### config.mk
export PLATFORM = sky130hd
export DESIGN_NAME = vram_copy_engine
export DESIGN_NICKNAME = d
export VERILOG_FILES = /design/src/rtl/vram_copy_pkg.sv /design/src/rtl/vram_copy_datapath.sv /design/src/rtl/vram_copy_ctrl.sv /design/src/rtl/vram_copy_engine.sv
export SDC_FILE = /design/constraint.sdc
export NUM_CORES = 1
export LEC_CHECK = 0
export ABC_AREA = 0
export ABC_CLOCK_PERIOD_IN_PS = 3660
export BUFFER_PORTS_ARGS = -buffer_cell sky130_fd_sc_hd__buf_4
export CAP_MARGIN = 40
export CORE_MARGIN = 3
export CORE_UTILIZATION = 35
export DETAILED_ROUTE_END_ITERATION = 10
export GPL_ROUTABILITY_DRIVEN = 0
export GPL_TIMING_DRIVEN = 0
export SLEW_MARGIN = 10
export SYNTH_ARGS = -nofsm -noshare
export SYNTH_HDL_FRONTEND = slang
export SYNTH_HIERARCHICAL = 1
export SYNTH_SLANG_ARGS = --single-unit
### constraint.sdc
create_clock -name clk -period 3.66 [get_ports clk]
set_input_delay 0.549 -clock clk [delete_from_list [all_inputs] [get_ports clk]]
set_output_delay 0.549 -clock clk [all_outputs]
set_load 0.01 [all_outputs]
### src/rtl/vram_copy_pkg.sv
package vram_copy_pkg;

  typedef enum logic [1:0] {
    ST_IDLE  = 2'd0,
    ST_READ  = 2'd1,
    ST_WRITE = 2'd2
  } copyState_t;

  typedef struct packed {
    logic loadPtrs;
    logic capture;
    logic advance;
    logic finish;
    logic selDst;
  } copyStrobe_t;

endpackage

### src/rtl/vram_copy_datapath.sv
module vram_copy_datapath
  import vram_copy_pkg::*;
#(
  parameter int          LEN_W        = 7,
  parameter int          UNIT_LOG2    = 4,
  parameter int          DST_WIN_LOG2 = 13,
  parameter logic [15:0] DST_BASE     = 16'h8000,
  parameter logic [15:0] REG_BASE     = 16'hFF51
) (
  input  logic        clk,
  input  logic        rstN,
  input  logic [15:0] cfgAddr,
  input  logic        cfgWrEn,
  input  logic [7:0]  cfgWrData,
  output logic [7:0]  cfgRdData,
  output logic        startHit,
  input  copyStrobe_t strobe,
  input  logic [7:0]  memRdata,
  output logic [15:0] memAddr,
  output logic [7:0]  memWdata,
  output logic        lastByte
);

  localparam int          CNT_W   = LEN_W + UNIT_LOG2;
  localparam int          HI_KEEP = DST_WIN_LOG2 - 8;
  localparam logic [7:0]  LO_MASK = 8'(8'hFF << UNIT_LOG2);
  localparam logic [7:0]  HI_MASK = 8'((9'd1 << HI_KEEP) - 9'd1);
  localparam logic [2:0]  SEL_SRC_HI = 3'd0;
  localparam logic [2:0]  SEL_SRC_LO = 3'd1;
  localparam logic [2:0]  SEL_DST_HI = 3'd2;
  localparam logic [2:0]  SEL_DST_LO = 3'd3;
  localparam logic [2:0]  SEL_LEN    = 3'd4;
  localparam logic [15:0] REG_COUNT  = 16'd5;

  logic [7:0]       srcHiQ, srcLoQ, dstHiQ, dstLoQ;
  logic [6:0]       lenValQ;
  logic             doneFlagQ;
  logic [15:0]      srcPtrQ, dstPtrQ;
  logic [CNT_W-1:0] byteLeftQ;
  logic [7:0]       dataQ;

  logic [15:0] regOff;
  logic        regHit;
  logic [2:0]  regSel;
  logic [15:0] srcStart, dstStart;

  assign regOff   = cfgAddr - REG_BASE;
  assign regHit   = regOff < REG_COUNT;
  assign regSel   = regOff[2:0];
  assign startHit = cfgWrEn && regHit && (regSel == SEL_LEN);

  assign srcStart = {srcHiQ, srcLoQ};
  assign dstStart = {dstHiQ, dstLoQ} + DST_BASE;

  // Address registers: masked on write, free to change at any time
  always_ff @(posedge clk or negedge rstN) begin
    if (!rstN) begin
      srcHiQ <= '0;
      srcLoQ <= '0;
      dstHiQ <= '0;
      dstLoQ <= '0;
    end else if (cfgWrEn && regHit) begin
      case (regSel)
        SEL_SRC_HI: srcHiQ <= cfgWrData;
        SEL_SRC_LO: srcLoQ <= cfgWrData & LO_MASK;
        SEL_DST_HI: dstHiQ <= cfgWrData & HI_MASK;
        SEL_DST_LO: dstLoQ <= cfgWrData & LO_MASK;
        default:    ;
      endcase
    end
  end

  // Length / status register
  always_ff @(posedge clk or negedge rstN) begin
    if (!rstN) begin
      lenValQ   <= '0;
      doneFlagQ <= 1'b0;
    end else if (strobe.loadPtrs) begin
      lenValQ   <= cfgWrData[6:0];
      doneFlagQ <= 1'b0;
    end else if (strobe.finish) begin
      doneFlagQ <= 1'b1;
    end
  end

  // Working pointers and remaining-byte counter
  always_ff @(posedge clk or negedge rstN) begin
    if (!rstN) begin
      srcPtrQ   <= '0;
      dstPtrQ   <= '0;
      byteLeftQ <= '0;
    end else if (strobe.loadPtrs) begin
      srcPtrQ   <= srcStart;
      dstPtrQ   <= dstStart;
      byteLeftQ <= {cfgWrData[LEN_W-1:0], {UNIT_LOG2{1'b1}}};
    end else if (strobe.advance) begin
      srcPtrQ   <= srcPtrQ + 16'd1;
      dstPtrQ   <= dstPtrQ + 16'd1;
      byteLeftQ <= byteLeftQ - 1'b1;
    end
  end

  always_ff @(posedge clk or negedge rstN) begin
    if (!rstN)               dataQ <= '0;
    else if (strobe.capture) dataQ <= memRdata;
  end

  assign lastByte = (byteLeftQ == '0);
  assign memAddr  = strobe.selDst ? dstPtrQ : srcPtrQ;
  assign memWdata = dataQ;

  always_comb begin
    cfgRdData = 8'h00;
    if (regHit) begin
      case (regSel)
        SEL_SRC_HI: cfgRdData = srcHiQ;
        SEL_SRC_LO: cfgRdData = srcLoQ;
        SEL_DST_HI: cfgRdData = dstHiQ;
        SEL_DST_LO: cfgRdData = dstLoQ;
        SEL_LEN:    cfgRdData = {doneFlagQ, lenValQ};
        default:    cfgRdData = 8'h00;
      endcase
    end
  end

  AST_SRC_LO_ALIGNED: assert property (@(posedge clk) disable iff (!rstN)
    (srcLoQ & ~LO_MASK) == 8'h00);
  AST_DST_HI_WINDOW: assert property (@(posedge clk) disable iff (!rstN)
    (dstHiQ & ~HI_MASK) == 8'h00);
  AST_DST_START_FLOOR: assert property (@(posedge clk) disable iff (!rstN)
    strobe.loadPtrs |=> dstPtrQ >= DST_BASE);
  AST_WRITE_ECHOES_READ: assert property (@(posedge clk) disable iff (!rstN)
    strobe.capture |=> memWdata == $past(memRdata));

endmodule

### src/rtl/vram_copy_ctrl.sv
module vram_copy_ctrl
  import vram_copy_pkg::*;
(
  input  logic        clk,
  input  logic        rstN,
  input  logic        startHit,
  input  logic        memAck,
  input  logic        lastByte,
  output logic        memReq,
  output logic        memWe,
  output logic        busy,
  output logic        done,
  output copyStrobe_t strobe
);

  copyState_t stateQ, stateD;
  logic       doneQ;

  always_comb begin
    stateD          = stateQ;
    strobe          = '0;
    strobe.selDst   = (stateQ == ST_WRITE);
    case (stateQ)
      ST_IDLE: begin
        if (startHit) begin
          strobe.loadPtrs = 1'b1;
          stateD          = ST_READ;
        end
      end
      ST_READ: begin
        if (memAck) begin
          strobe.capture = 1'b1;
          stateD         = ST_WRITE;
        end
      end
      ST_WRITE: begin
        if (memAck) begin
          if (lastByte) begin
            strobe.finish = 1'b1;
            stateD        = ST_IDLE;
          end else begin
            strobe.advance = 1'b1;
            stateD         = ST_READ;
          end
        end
      end
      default: stateD = ST_IDLE;
    endcase
  end

  always_ff @(posedge clk or negedge rstN) begin
    if (!rstN) begin
      stateQ <= ST_IDLE;
      doneQ  <= 1'b0;
    end else begin
      stateQ <= stateD;
      doneQ  <= strobe.finish;
    end
  end

  assign memReq = (stateQ == ST_READ) || (stateQ == ST_WRITE);
  assign memWe  = (stateQ == ST_WRITE);
  assign busy   = (stateQ != ST_IDLE);
  assign done   = doneQ;

  AST_DONE_ONE_CYCLE: assert property (@(posedge clk) disable iff (!rstN)
    done |=> !done);
  AST_START_RAISES_BUSY: assert property (@(posedge clk) disable iff (!rstN)
    (!busy && startHit) |=> busy);
  AST_BUSY_START_IGNORED: assert property (@(posedge clk) disable iff (!rstN)
    (busy && startHit) |-> !strobe.loadPtrs);

endmodule

### src/rtl/vram_copy_engine.sv
module vram_copy_engine
  import vram_copy_pkg::*;
#(
  parameter int          LEN_W        = 7,
  parameter int          UNIT_LOG2    = 4,
  parameter int          DST_WIN_LOG2 = 13,
  parameter logic [15:0] DST_BASE     = 16'h8000,
  parameter logic [15:0] REG_BASE     = 16'hFF51
) (
  input  logic        clk,
  input  logic        rstN,
  input  logic [15:0] cfgAddr,
  input  logic        cfgWrEn,
  input  logic [7:0]  cfgWrData,
  output logic [7:0]  cfgRdData,
  output logic        memReq,
  output logic        memWe,
  output logic [15:0] memAddr,
  output logic [7:0]  memWdata,
  input  logic [7:0]  memRdata,
  input  logic        memAck,
  output logic        busy,
  output logic        done
);

  copyStrobe_t strobe;
  logic        startHit;
  logic        lastByte;

  vram_copy_datapath #(
    .LEN_W       (LEN_W),
    .UNIT_LOG2   (UNIT_LOG2),
    .DST_WIN_LOG2(DST_WIN_LOG2),
    .DST_BASE    (DST_BASE),
    .REG_BASE    (REG_BASE)
  ) uDatapath (
    .clk      (clk),
    .rstN     (rstN),
    .cfgAddr  (cfgAddr),
    .cfgWrEn  (cfgWrEn),
    .cfgWrData(cfgWrData),
    .cfgRdData(cfgRdData),
    .startHit (startHit),
    .strobe   (strobe),
    .memRdata (memRdata),
    .memAddr  (memAddr),
    .memWdata (memWdata),
    .lastByte (lastByte)
  );

  vram_copy_ctrl uCtrl (
    .clk     (clk),
    .rstN    (rstN),
    .startHit(startHit),
    .memAck  (memAck),
    .lastByte(lastByte),
    .memReq  (memReq),
    .memWe   (memWe),
    .busy    (busy),
    .done    (done),
    .strobe  (strobe)
  );

  AST_REQ_HOLD: assert property (@(posedge clk) disable iff (!rstN)
    (memReq && !memAck) |=> (memReq && $stable(memAddr) && $stable(memWe)));
  AST_READ_THEN_WRITE: assert property (@(posedge clk) disable iff (!rstN)
    (memReq && !memWe && memAck) |=> (memReq && memWe));
  AST_IDLE_NO_REQ: assert property (@(posedge clk) disable iff (!rstN)
    !busy |-> !memReq);
  AST_DONE_AFTER_BUSY: assert property (@(posedge clk) disable iff (!rstN)
    $rose(done) |-> (!busy && $past(busy) && $past(memAck) && $past(memWe)));

endmodule

==> impl_metrics.xml, run 1 <==
<?xml version="1.0" encoding="UTF-8"?>
<metrics>
  <group name="worst_setup_path">
    <metric name="worstReg2RegStart" unit="">uDatapath/byteLeftQ[5]$_DFFE_PN0P_</metric>
    <metric name="timing.setup.critical_path_class" unit="">in -&gt; out</metric>
    <metric name="cp-start-kind" unit="">input port</metric>
    <metric name="r2r_end" unit="">uDatapath/dstPtrQ[15]$_DFFE_PN0P_</metric>
    <metric name="worstPathCellList" unit="">buf_4 &gt; inv_2 &gt; ha_1 &gt; nor2b_4 &gt; a21oi_4 &gt; o2111ai_1 &gt; mux2i_1 &gt; nand4_4 &gt; nor4b_4 &gt; and2_4 &gt; buf_4</metric>
    <metric name="worstPathMaxFanout" unit="">9</metric>
    <metric name="critical_path_required" unit="ns">3.11</metric>
    <metric name="ff2ff_setup_slack" unit="ns">0.50</metric>
    <metric name="worst_setup_path_end_kind" unit="">output pin</metric>
    <metric name="cp-startpoint" unit="">cfgAddr[1]</metric>
    <metric name="critPathTopFamily" unit="">simple AND/OR/NAND/NOR gates</metric>
    <metric name="critical_path_buf_inv_count" unit="">3</metric>
    <metric name="timing.critical_path.slowest_stage_cell" unit="">sky130_fd_sc_hd__nor4b_4</metric>
    <metric name="critical_path_s_largest_stage_delay" unit="ns">0.41</metric>
    <metric name="most_frequent_cell_on_the_critical_path" unit="">sky130_fd_sc_hd__buf_4</metric>
    <metric name="worst-r2r-cell-count" unit="">10</metric>
    <metric name="cp.arrival" unit="ns">2.94</metric>
  </group>
  <group name="floorplan">
    <metric name="floorplan.die.height" unit="um">121</metric>
    <metric name="fp.coreArea" unit="sq um">12800</metric>
    <metric name="row_count" unit="">41</metric>
    <metric name="pin_count" unit="">72</metric>
    <metric name="starting_density_of_the_core" unit="%">36.3</metric>
    <metric name="chip_width" unit="um">121</metric>
    <metric name="dieArea" unit="sq um">14700</metric>
  </group>
  <group name="grt">
    <metric name="grt_use_total" unit="%">16.6</metric>
    <metric name="pin_count_of_the_biggest_net_entering_global_routing" unit="">66</metric>
    <metric name="overflow" unit="">0</metric>
    <metric name="grt_antenna_before_repair" unit="">0</metric>
    <metric name="first_global_vias" unit="">3810</metric>
    <metric name="grt_pass1_wl" unit="mm">19.3</metric>
  </group>
  <group name="sta">
    <metric name="worstMarginPinSlew" unit="ns">0.711</metric>
    <metric name="final_period_minus_worst_setup_slack" unit="ns">3.49</metric>
    <metric name="max_freq" unit="GHz">0.287</metric>
    <metric name="maxSlewViolCount" unit="">0</metric>
    <metric name="timing.final.crit_share" unit="%">95.2</metric>
    <metric name="fin_ws" unit="ns">0.175</metric>
    <metric name="final_setup_violation_count" unit="">0</metric>
    <metric name="timing_hold_violations_final" unit="">0</metric>
    <metric name="fin_worst_skew" unit="ns">0.0118</metric>
    <metric name="maxSlewHeadroom" unit="%">52.2</metric>
  </group>
  <group name="drt">
    <metric name="num_vias" unit="">3586</metric>
    <metric name="drt.antenna.violating_nets" unit="">0</metric>
    <metric name="vias_per_cell" unit="">5.01</metric>
    <metric name="wl" unit="mm">11.6</metric>
    <metric name="drt_first_pass_iters" unit="">4</metric>
    <metric name="dr.first_iter.drc_count" unit="">182</metric>
    <metric name="drc_errors" unit="">0</metric>
    <metric name="routed_length_per_instance" unit="um">16.2</metric>
  </group>
  <group name="finish">
    <metric name="fin_nets" unit="">587</metric>
    <metric name="flow.area_growth_from_synthesis" unit="%">24.7</metric>
    <metric name="fill_cells" unit="">1223</metric>
    <metric name="number_of_antenna_cells_inserted" unit="">0</metric>
    <metric name="post_route_cells_drive_above_1_share" unit="%">29.6</metric>
    <metric name="top_library_cells_by_usage_in_the_layout_fill_and_taps_aside" unit="">sky130_fd_sc_hd__dfrtp_1, sky130_fd_sc_hd__buf_4, sky130_fd_sc_hd__nand2_1, sky130_fd_sc_hd__mux2_2, sky130_fd_sc_hd__o21ai_0</metric>
    <metric name="layout_commonest_cell" unit="">sky130_fd_sc_hd__dfrtp_1</metric>
    <metric name="finalCoreUtilization" unit="%">45.3</metric>
  </group>
  <group name="hold_path">
    <metric name="min-delay-path-class" unit="">in -&gt; async</metric>
  </group>
  <group name="clocking">
    <metric name="cts_root_buf" unit="">sky130_fd_sc_hd__clkbuf_16</metric>
    <metric name="num_cts_buffers" unit="">9</metric>
    <metric name="tritoncts" unit="">yes</metric>
    <metric name="clock_sinks" unit="">83</metric>
    <metric name="htree_levels" unit="">3</metric>
    <metric name="cts-hold-fix-buffers" unit="">0</metric>
    <metric name="clock_insertion_delay_worst_skew" unit="ns">0.34</metric>
    <metric name="cts-root-to-sink-buffers" unit="">2</metric>
    <metric name="post_cts_clock_slew_at_the_launch_and_capture_registers_of_the_worst_setup_and_hold_paths" unit="ns">0.07</metric>
  </group>
  <group name="synthesis">
    <metric name="mappedNetlistArea" unit="sq um">4640</metric>
    <metric name="yosysWarnings" unit="">6</metric>
    <metric name="synth.distinct_cells" unit="">48</metric>
    <metric name="post_synth_inst_count" unit="">458</metric>
    <metric name="postSynthNetCount" unit="">505</metric>
    <metric name="count_of_flip_flops_with_a_built_in_enable_after_synthesis" unit="">0</metric>
    <metric name="synth-seq-area-share" unit="%">44.8</metric>
    <metric name="syn-mean-instance-area" unit="sq um">10.1</metric>
    <metric name="synth_seq_cells" unit="">83</metric>
    <metric name="synth-main-ff-cell" unit="">sky130_fd_sc_hd__dfrtp_1</metric>
    <metric name="synthArstFlopShare" unit="%">100</metric>
  </group>
  <group name="power_and_ir_drop">
    <metric name="peakVddDrop" unit="mV">0.245</metric>
    <metric name="power_leakage" unit="nW">2.64</metric>
    <metric name="power-per-cell-area" unit="nW/um^2">497</metric>
  </group>
  <group name="placement">
    <metric name="dp_slack" unit="ns">-0.835</metric>
    <metric name="detailedPlacementHpwl" unit="mm">8.82</metric>
    <metric name="numPortBuffers" unit="">69</metric>
  </group>
  <group name="flow_run">
    <metric name="maxCapViolCount" unit="">0</metric>
  </group>
  <group name="outcome">
    <metric name="status" unit="">finished clean</metric>
  </group>
</metrics>
[per-layer routing]
metal / track usage [%] / wire length (um) / vias up
met4: 4.53 / 70 / 0
met3: 2.89 / 476 / 4
met5: 0 / 0 / -
li1: - / - / 1758
met2: 27.0 / 5640 / 60
met1: 22.8 / 5390 / 1764
[how the worst max path moves through the flow]
stage | endpoint | slack, ns | depth (start not counted)
final | cfgRdData[1] | 0.17 | 11
after global routing | cfgRdData[1] | -0.02 | 11
after CTS | cfgRdData[7] | 0.04 | 12
after detailed placement | uDatapath/dstPtrQ[14]$_DFFE_PN0P_ | -0.83 | 12
after global placement | uDatapath/doneFlagQ$_DFFE_PN0P_ | -0.74 | 14
after floorplan | uDatapath/srcPtrQ[10]$_DFFE_PN0P_ | 0.11 | 15
[power by group]
group | switching, mW | total (mW) | leakage (nW) | internal [mW]
Sequential | 0.128 | 1.19 | 1.08 | 1.06
Combinational | 0.378 | 0.772 | 1.42 | 0.395
Clock | 0.363 | 0.909 | 0.145 | 0.547
[final cells by class]
class	count	area [sq um]	area share, %
clock inverter	5	63.8	1.10
clock buffer	10	239	4.13
multi-input combinational	336	2470	42.7
buffer	18	87.6	1.52
inverter	21	78.8	1.36
timing repair buffer	71	553	9.57
tap	172	215	3.72
sequential	83	2080	35.9
[per-stage QoR]
step | instance area, sq um | power (mW) | std cells | setup TNS (ns) | hold WS [ns]
after detailed placement | 5400 | 1.98 | 700 | -34.33 | 0.458
after global placement | 5370 | 1.94 | 699 | -29.61 | 0.494
after CTS | 5750 | 2.91 | 715 | 0 | 0.0976
final | 5780 | 2.87 | 716 | 0 | 0.0903
after global routing | 5780 | 3.04 | 716 | -0.0379 | 0.0996
after floorplan | 4640 | 1.66 | 458 | 0 | 0.253
[flip-flops by register name, indices dropped and copies added (netlist names)]
signal,cells
uDatapath/dstPtrQ,16
uDatapath/lenValQ,7
uDatapath/srcHiQ,8
uDatapath/doneFlagQ,1
uCtrl/done,1
uDatapath/dstHiQ,5
uDatapath/byteLeftQ,11
uDatapath/dstLoQ,4
uDatapath/srcPtrQ,16
uDatapath/memWdata,8
uDatapath/srcLoQ,4
uCtrl/stateQ,2
[kinds of logic after synthesis]
group                      share of synthesized area [%]
xor gates and xnor gates                            7.93
buffers and inverters                               3.43
DFF                                                 44.8
AOI/OAI and AO/OA                                   9.04
muxes                                               13.6
adders and majority gates                           2.97
and+or+nand+nor                                     18.2
[what timing repair did]
item,in CTS,in global routing
setup buffers,0,1
gates resized for setup,14,8
endpoints found under the setup margin,54,54
pin swaps,0,2
[Yosys cell counts (8+ instances only)]
library cell	number	area, sq um
sky130_fd_sc_hd__nor2_1	26	97.6
sky130_fd_sc_hd__o21ai_0	43	215
sky130_fd_sc_hd__clkbuf_1	13	48.8
sky130_fd_sc_hd__xnor2_1	15	131
sky130_fd_sc_hd__nand2_1	56	210
sky130_fd_sc_hd__dfrtp_1	83	2080
sky130_fd_sc_hd__nand3_1	16	80.1
sky130_fd_sc_hd__xor2_1	27	236
sky130_fd_sc_hd__ha_1	11	138
sky130_fd_sc_hd__and3_1	8	50.1
sky130_fd_sc_hd__mux2i_1	9	90.1
sky130_fd_sc_hd__inv_1	21	78.8
sky130_fd_sc_hd__mux2_2	45	507
Power figures use the tool's default switching activity.
==> inputs of run 2 (changes only) <==
--- a/config.mk
+++ b/config.mk
@@ -8,12 +8,13 @@
 export ABC_AREA = 0
 export ABC_CLOCK_PERIOD_IN_PS = 3660
 export BUFFER_PORTS_ARGS = -buffer_cell sky130_fd_sc_hd__buf_4
-export CAP_MARGIN = 40
+export CAP_MARGIN = 25
 export CORE_MARGIN = 3
 export CORE_UTILIZATION = 35
 export DETAILED_ROUTE_END_ITERATION = 10
 export GPL_ROUTABILITY_DRIVEN = 0
 export GPL_TIMING_DRIVEN = 0
+export PLACE_DENSITY = 0.63
 export SLEW_MARGIN = 10
 export SYNTH_ARGS = -nofsm -noshare
 export SYNTH_HDL_FRONTEND = slang
==> run 2 against run 1 <==
Against the previous run: via count is 1.8% higher; setup slack worse by 0.026 ns; clock power is 3.5% lower; global-route usage is 0.14 points lower; utilization hardly changed; clock-buffer cell count is 1 lower; sequential cell count stayed put; largest cell class unchanged.
==> impl_metrics.xml, run 2 (synthesized netlist as in run 1, its figures left out) <==
<?xml version="1.0" encoding="UTF-8"?>
<metrics>
  <group name="drt">
    <metric name="num_vias" unit="">3650</metric>
    <metric name="wl_met3" unit="um">423</metric>
    <metric name="vias_per_cell" unit="">5.06</metric>
    <metric name="drt.antenna.violating_nets" unit="">0</metric>
    <metric name="dr.first_iter.drc_count" unit="">219</metric>
    <metric name="routed_length_per_instance" unit="um">15.9</metric>
    <metric name="detail_route.wirelength.met1" unit="mm">5.36</metric>
    <metric name="drc_errors" unit="">0</metric>
    <metric name="wl" unit="mm">11.5</metric>
    <metric name="met2RoutedLength" unit="mm">5.58</metric>
    <metric name="drt_first_pass_iters" unit="">4</metric>
    <metric name="maxUsedRoutingLayer" unit="">met4</metric>
  </group>
  <group name="floorplan">
    <metric name="pin_count" unit="">72</metric>
    <metric name="starting_density_of_the_core" unit="%">36.3</metric>
    <metric name="dieArea" unit="sq um">14700</metric>
    <metric name="floorplan.die.height" unit="um">121</metric>
    <metric name="fp.coreArea" unit="sq um">12800</metric>
    <metric name="row_count" unit="">41</metric>
    <metric name="chip_width" unit="um">121</metric>
  </group>
  <group name="worst_setup_path">
    <metric name="cp-start-kind" unit="">input port</metric>
    <metric name="ff2ff_setup_slack" unit="ns">0.50</metric>
    <metric name="cp.arrival" unit="ns">2.96</metric>
    <metric name="critical_path_required" unit="ns">3.11</metric>
    <metric name="worst_setup_path_end_kind" unit="">output pin</metric>
    <metric name="worstPathMaxFanout" unit="">9</metric>
    <metric name="timing.setup.critical_path_class" unit="">in -&gt; out</metric>
  </group>
  <group name="finish">
    <metric name="number_of_antenna_cells_inserted" unit="">0</metric>
    <metric name="multi_input_area" unit="sq um">2450</metric>
    <metric name="finalCoreUtilization" unit="%">45.3</metric>
    <metric name="sequential_cell_area" unit="sq um">2080</metric>
    <metric name="fill_cells" unit="">1223</metric>
    <metric name="final_design_area_no_fill" unit="sq um">5790</metric>
    <metric name="fin_nets" unit="">592</metric>
    <metric name="top_library_cells_by_usage_in_the_layout_fill_and_taps_aside" unit="">sky130_fd_sc_hd__dfrtp_1, sky130_fd_sc_hd__buf_4, sky130_fd_sc_hd__nand2_1, sky130_fd_sc_hd__mux2_2, sky130_fd_sc_hd__o21ai_0</metric>
    <metric name="layout_commonest_cell" unit="">sky130_fd_sc_hd__dfrtp_1</metric>
    <metric name="flow.area_growth_from_synthesis" unit="%">24.8</metric>
    <metric name="post_route_cells_drive_above_1_share" unit="%">29.9</metric>
    <metric name="largestRegisters" unit="">uDatapath/dstPtrQ x16, uDatapath/srcPtrQ x16, uDatapath/byteLeftQ x11</metric>
  </group>
  <group name="sta">
    <metric name="final_period_minus_worst_setup_slack" unit="ns">3.51</metric>
    <metric name="maxSlewHeadroom" unit="%">51.3</metric>
    <metric name="max_freq" unit="GHz">0.285</metric>
    <metric name="finalHoldWorstSlack" unit="ns">0.0821</metric>
    <metric name="timing.final.crit_share" unit="%">95.9</metric>
    <metric name="fin_worst_skew" unit="ns">0.00676</metric>
    <metric name="final_setup_violation_count" unit="">0</metric>
    <metric name="maxSlewViolCount" unit="">0</metric>
    <metric name="fin_ws" unit="ns">0.148</metric>
    <metric name="grt_setup_unrepaired" unit="">false</metric>
    <metric name="timing_hold_violations_final" unit="">0</metric>
    <metric name="worstMarginPinSlew" unit="ns">0.726</metric>
  </group>
  <group name="outcome">
    <metric name="status" unit="">finished clean</metric>
  </group>
  <group name="clocking">
    <metric name="htree_levels" unit="">3</metric>
    <metric name="clock_insertion_delay_worst_skew" unit="ns">0.34</metric>
    <metric name="tritoncts" unit="">yes</metric>
    <metric name="num_cts_buffers" unit="">9</metric>
    <metric name="clock_sinks" unit="">83</metric>
    <metric name="cts-root-to-sink-buffers" unit="">2</metric>
    <metric name="post_cts_clock_slew_at_the_launch_and_capture_registers_of_the_worst_setup_and_hold_paths" unit="ns">0.06</metric>
    <metric name="cts_root_buf" unit="">sky130_fd_sc_hd__clkbuf_16</metric>
  </group>
  <group name="power_and_ir_drop">
    <metric name="design_power_total" unit="mW">2.84</metric>
    <metric name="peakVddDrop" unit="mV">0.259</metric>
    <metric name="power-per-cell-area" unit="nW/um^2">491</metric>
    <metric name="power_leakage" unit="nW">2.66</metric>
  </group>
  <group name="grt">
    <metric name="grt_use_total" unit="%">16.4</metric>
    <metric name="pin_count_of_the_biggest_net_entering_global_routing" unit="">84</metric>
    <metric name="grt_pass1_wl" unit="mm">19.0</metric>
    <metric name="grt_antenna_before_repair" unit="">0</metric>
    <metric name="first_global_vias" unit="">3776</metric>
    <metric name="overflow" unit="">0</metric>
  </group>
  <group name="placement">
    <metric name="dp_slack" unit="ns">-0.803</metric>
    <metric name="placement.cell_area" unit="sq um">5370</metric>
    <metric name="detailedPlacementHpwl" unit="mm">8.54</metric>
    <metric name="numPortBuffers" unit="">69</metric>
  </group>
  <group name="flow_run">
    <metric name="maxCapViolCount" unit="">0</metric>
  </group>
  <group name="hold_path">
    <metric name="min-delay-path-class" unit="">in -&gt; async</metric>
  </group>
</metrics>
[run 2: per-stage QoR]
step	instances	TNS, ns
after CTS	715	0
after global routing	721	0
final	721	0
after global placement	699	-26.57
after floorplan	458	0
after detailed placement	699	-32.92
[run 2: final cells by class]
| cell class | instances | share of cell area [%] |
|---|---|---|
| buffer | 18 | 1.58 |
| clock buffer | 9 | 3.89 |
| clock inverter | 6 | 0.995 |
| inverter | 21 | 1.36 |
| multi-input combinational | 336 | 42.4 |
| sequential | 83 | 35.9 |
| tap | 172 | 3.72 |
| timing repair buffer | 76 | 10.2 |
[run 2: per-layer routing]
layer | global-route usage (%) | vias up
met5 | 0 | -
met4 | 4.18 | 0
met3 | 3.96 | 11
met2 | 26.6 | 65
met1 | 22.1 | 1807
li1 | - | 1767
[run 2: what timing repair did]
item / in CTS / in global routing
setup endpoints to repair: 54 / 54
pin swaps: 2 / 6
buffers inserted: 1 / 5
hold buffers: 0 / 0
resized for setup: 14 / 8
[run 2: worst max-delay path, stage by stage]
cell	delay (ns)
sky130_fd_sc_hd__buf_4	0.15
sky130_fd_sc_hd__inv_2	0.08
sky130_fd_sc_hd__ha_1	0.23
sky130_fd_sc_hd__nor2b_4	0.15
sky130_fd_sc_hd__a21oi_2	0.19
sky130_fd_sc_hd__o21ai_1	0.11
sky130_fd_sc_hd__xnor2_1	0.13
sky130_fd_sc_hd__or4_1	0.53
sky130_fd_sc_hd__buf_6	0.17
sky130_fd_sc_hd__nor4b_4	0.37
sky130_fd_sc_hd__and2_4	0.20
sky130_fd_sc_hd__buf_4	0.11
[run 2: worst paths after layout]
| kind | from | endpoint | depth (start not counted) |
|---|---|---|---|
| max | cfgAddr[1] | cfgRdData[0] | 12 |
| max in group asynchronous | rstN | uDatapath/srcHiQ[5]$_DFFE_PN0P_ | 2 |
| min | rstN | uDatapath/srcPtrQ[3]$_DFFE_PN0P_ | 1 |
| min in group clk | memRdata[0] | uDatapath/memWdata[0]$_DFFE_PN0P_ | 2 |
| min reg2reg | uDatapath/memWdata[5]$_DFFE_PN0P_ | uDatapath/memWdata[5]$_DFFE_PN0P_ | 1 |
| max reg2reg | uDatapath/byteLeftQ[3]$_DFFE_PN0P_ | uDatapath/dstPtrQ[9]$_DFFE_PN0P_ | 10 |
[run 2: power breakdown]
part	internal [mW]	switching [mW]	leakage, nW
registers	1.06	0.125	1.08
logic	0.395	0.378	1.44
clock network	0.519	0.358	0.141
total	1.98	0.861	2.66
==> inputs of run 3 (changes only) <==
--- a/config.mk
+++ b/config.mk
@@ -10,11 +10,11 @@
 export BUFFER_PORTS_ARGS = -buffer_cell sky130_fd_sc_hd__buf_4
 export CAP_MARGIN = 25
 export CORE_MARGIN = 3
-export CORE_UTILIZATION = 35
+export CORE_UTILIZATION = 50
 export DETAILED_ROUTE_END_ITERATION = 10
 export GPL_ROUTABILITY_DRIVEN = 0
 export GPL_TIMING_DRIVEN = 0
-export PLACE_DENSITY = 0.63
+export PLACE_DENSITY = 0.81
 export SLEW_MARGIN = 10
 export SYNTH_ARGS = -nofsm -noshare
 export SYNTH_HDL_FRONTEND = slang
==> run 3 against run 2 <==
Against the previous run: utilization grew 18 points; maximum frequency rose by 0.10%; sequential share of layout area up 1.2 points; clock-buffer cell count increased by 1; die area shrank 29%; critical path type unchanged; hold slack got worse by 0.015 ns; highest routed layer unchanged.
==> impl_metrics.xml, run 3 (synthesized netlist as in run 1, its figures left out) <==
<?xml version="1.0" encoding="UTF-8"?>
<metrics>
  <group name="floorplan">
    <metric name="row_count" unit="">34</metric>
    <metric name="fp.coreArea" unit="sq um">8850</metric>
    <metric name="chip_width" unit="um">102</metric>
    <metric name="dieArea" unit="sq um">10500</metric>
    <metric name="pin_count" unit="">72</metric>
    <metric name="starting_density_of_the_core" unit="%">52.4</metric>
    <metric name="floorplan.die.height" unit="um">102</metric>
  </group>
  <group name="worst_setup_path">
    <metric name="worstPathMaxFanout" unit="">9</metric>
    <metric name="timing.setup.critical_path_class" unit="">in -&gt; out</metric>
    <metric name="worst_setup_path_end_kind" unit="">output pin</metric>
    <metric name="worstPathCellList" unit="">clkbuf_4 &gt; inv_2 &gt; ha_1 &gt; nand2_1 &gt; nand2_1 &gt; a221oi_1 &gt; o21ai_0 &gt; or4_1 &gt; buf_4 &gt; nor4b_4 &gt; and2_1 &gt; buf_4</metric>
    <metric name="timing.critical_path.slowest_stage_cell" unit="">sky130_fd_sc_hd__or4_1</metric>
    <metric name="cp-start-kind" unit="">input port</metric>
    <metric name="cp.arrival" unit="ns">2.96</metric>
    <metric name="critical_path_s_largest_stage_delay" unit="ns">0.53</metric>
    <metric name="critical_path_required" unit="ns">3.11</metric>
  </group>
  <group name="grt">
    <metric name="overflow" unit="">0</metric>
    <metric name="grt_use_total" unit="%">21.8</metric>
    <metric name="grt_antenna_before_repair" unit="">0</metric>
    <metric name="first_global_vias" unit="">3608</metric>
    <metric name="pin_count_of_the_biggest_net_entering_global_routing" unit="">84</metric>
    <metric name="grt_pass1_wl" unit="mm">17.7</metric>
  </group>
  <group name="finish">
    <metric name="top_library_cells_by_usage_in_the_layout_fill_and_taps_aside" unit="">sky130_fd_sc_hd__dfrtp_1, sky130_fd_sc_hd__buf_4, sky130_fd_sc_hd__nand2_1, sky130_fd_sc_hd__mux2_2, sky130_fd_sc_hd__o21ai_0</metric>
    <metric name="fin_nets" unit="">586</metric>
    <metric name="post_route_cells_drive_above_1_share" unit="%">29.4</metric>
    <metric name="final_design_area_no_fill" unit="sq um">5600</metric>
    <metric name="largestRegisters" unit="">uDatapath/dstPtrQ x16, uDatapath/srcPtrQ x16, uDatapath/byteLeftQ x11</metric>
    <metric name="number_of_antenna_cells_inserted" unit="">0</metric>
    <metric name="flow.area_growth_from_synthesis" unit="%">20.7</metric>
    <metric name="layout_commonest_cell" unit="">sky130_fd_sc_hd__dfrtp_1</metric>
  </group>
  <group name="sta">
    <metric name="timing.final.crit_share" unit="%">95.8</metric>
    <metric name="grt_setup_unrepaired" unit="">false</metric>
    <metric name="max_freq" unit="GHz">0.285</metric>
    <metric name="fin_worst_skew" unit="ns">0.00710</metric>
    <metric name="finalHoldWorstSlack" unit="ns">0.0675</metric>
    <metric name="worstMarginPinSlew" unit="ns">0.652</metric>
    <metric name="maxSlewViolCount" unit="">0</metric>
    <metric name="final.setup.tns" unit="ns">0</metric>
    <metric name="timing_hold_violations_final" unit="">0</metric>
    <metric name="maxSlewHeadroom" unit="%">56.2</metric>
    <metric name="final_setup_violation_count" unit="">0</metric>
    <metric name="final_period_minus_worst_setup_slack" unit="ns">3.51</metric>
  </group>
  <group name="placement">
    <metric name="numPortBuffers" unit="">69</metric>
    <metric name="placement.cell_area" unit="sq um">5290</metric>
    <metric name="detailedPlacementHpwl" unit="mm">8.11</metric>
  </group>
  <group name="drt">
    <metric name="vias_per_cell" unit="">5.62</metric>
    <metric name="drt_first_pass_iters" unit="">5</metric>
    <metric name="wl" unit="mm">10.9</metric>
    <metric name="drt.antenna.violating_nets" unit="">0</metric>
    <metric name="num_vias" unit="">3665</metric>
    <metric name="routed_length_per_instance" unit="um">16.8</metric>
    <metric name="drc_errors" unit="">0</metric>
    <metric name="dr.first_iter.drc_count" unit="">186</metric>
  </group>
  <group name="hold_path">
    <metric name="min-delay-path-class" unit="">in -&gt; async</metric>
  </group>
  <group name="clocking">
    <metric name="cts-hold-fix-buffers" unit="">0</metric>
    <metric name="cts-root-to-sink-buffers" unit="">2</metric>
    <metric name="htree_levels" unit="">3</metric>
    <metric name="num_cts_buffers" unit="">9</metric>
    <metric name="cts_post_setup_buffers_inserted" unit="">0</metric>
    <metric name="cts_root_buf" unit="">sky130_fd_sc_hd__clkbuf_8</metric>
    <metric name="post_cts_clock_slew_at_the_launch_and_capture_registers_of_the_worst_setup_and_hold_paths" unit="ns">0.09</metric>
    <metric name="clock_insertion_delay_worst_skew" unit="ns">0.35</metric>
    <metric name="tritoncts" unit="">yes</metric>
    <metric name="clock_sinks" unit="">83</metric>
  </group>
  <group name="power_and_ir_drop">
    <metric name="power_leakage" unit="nW">2.61</metric>
    <metric name="power-per-cell-area" unit="nW/um^2">483</metric>
    <metric name="design_power_total" unit="mW">2.70</metric>
    <metric name="peakVddDrop" unit="mV">0.283</metric>
  </group>
  <group name="outcome">
    <metric name="status" unit="">finished clean</metric>
  </group>
  <group name="flow_run">
    <metric name="maxCapViolCount" unit="">0</metric>
  </group>
</metrics>
-- run 3: changes by cell type in the layout (fill, tap and decap cells not counted), sizes merged --
| cell | before | now |
|---|---|---|
| clkbuf | 22 | 24 |
| clkinv | 4 | 3 |
| inv | 21 | 22 |
| bufinv | 1 | 2 |
| clkinvlp | 1 | 0 |
| buf | 81 | 74 |
-- run 3: power by group --
| part | leakage (nW) | internal, mW | switching [mW] |
|---|---|---|---|
| logic | 1.41 | 0.392 | 0.382 |
| clock network | 0.117 | 0.404 | 0.339 |
| registers | 1.08 | 1.06 | 0.126 |
-- run 3: worst paths after layout --
check	start	to	slack [ns]	cells after the start
max	cfgAddr[1]	cfgRdData[2]	0.15	12
min	rstN	uDatapath/srcPtrQ[3]$_DFFE_PN0P_	0.07	1
max reg2reg	uDatapath/byteLeftQ[3]$_DFFE_PN0P_	uDatapath/dstPtrQ[9]$_DFFE_PN0P_	0.53	10
min reg2reg	uDatapath/memWdata[4]$_DFFE_PN0P_	uDatapath/memWdata[4]$_DFFE_PN0P_	0.52	1
max in group asynchronous	rstN	uDatapath/srcPtrQ[13]$_DFFE_PN0P_	2.98	2
min in group clk	memRdata[0]	uDatapath/memWdata[0]$_DFFE_PN0P_	0.43	2
-- run 3: final cells by class --
type,count,area [sq um]
plain buffers,18,88.8
clock buffers,10,138
clock inverters,6,87.6
fillers,694,3250
inverters,21,78.8
multi-input cells,336,2450
flip-flops and latches,83,2080
well taps,108,135
repair buffers,70,546
-- run 3: repair_timing --
action | in CTS | in global routing
pin swaps | 0 | 3
endpoints found under the setup margin | 44 | 53
resized for setup | 10 | 9
-- run 3: worst max-delay path: cells and delay by family --
| kind | cells | cell delay, ns |
|---|---|---|
| AO/OA/AOI/OAI | 2 | 0.38 |
| adder cells (fa/ha/maj) | 1 | 0.22 |
| buffers and inverters | 4 | 0.57 |
| AND/OR/NAND/NOR | 5 | 1.23 |
-- run 3: per-stage QoR --
step,setup WS [ns],utilization (%),std cells
finish,0.152,63.3,652
global route,0.00739,63.3,652
floorplan,0.112,-,458
CTS,0.0107,62.7,651
detailed placement,-0.694,59.8,635
global placement,-0.615,59.8,635
-- run 3: metal layers --
| layer | share of wire [%] | track usage [%] | vias up | routed length (um) |
|---|---|---|---|---|
| li1 | - | - | 1757 | - |
| met1 | 46 | 30.0 | 1793 | 5000 |
| met2 | 49 | 34.5 | 94 | 5370 |
| met3 | 3.3 | 3.07 | 21 | 364 |
| met4 | 1.9 | 9.28 | 0 | 207 |
| met5 | 0 | 0 | - | 0 |
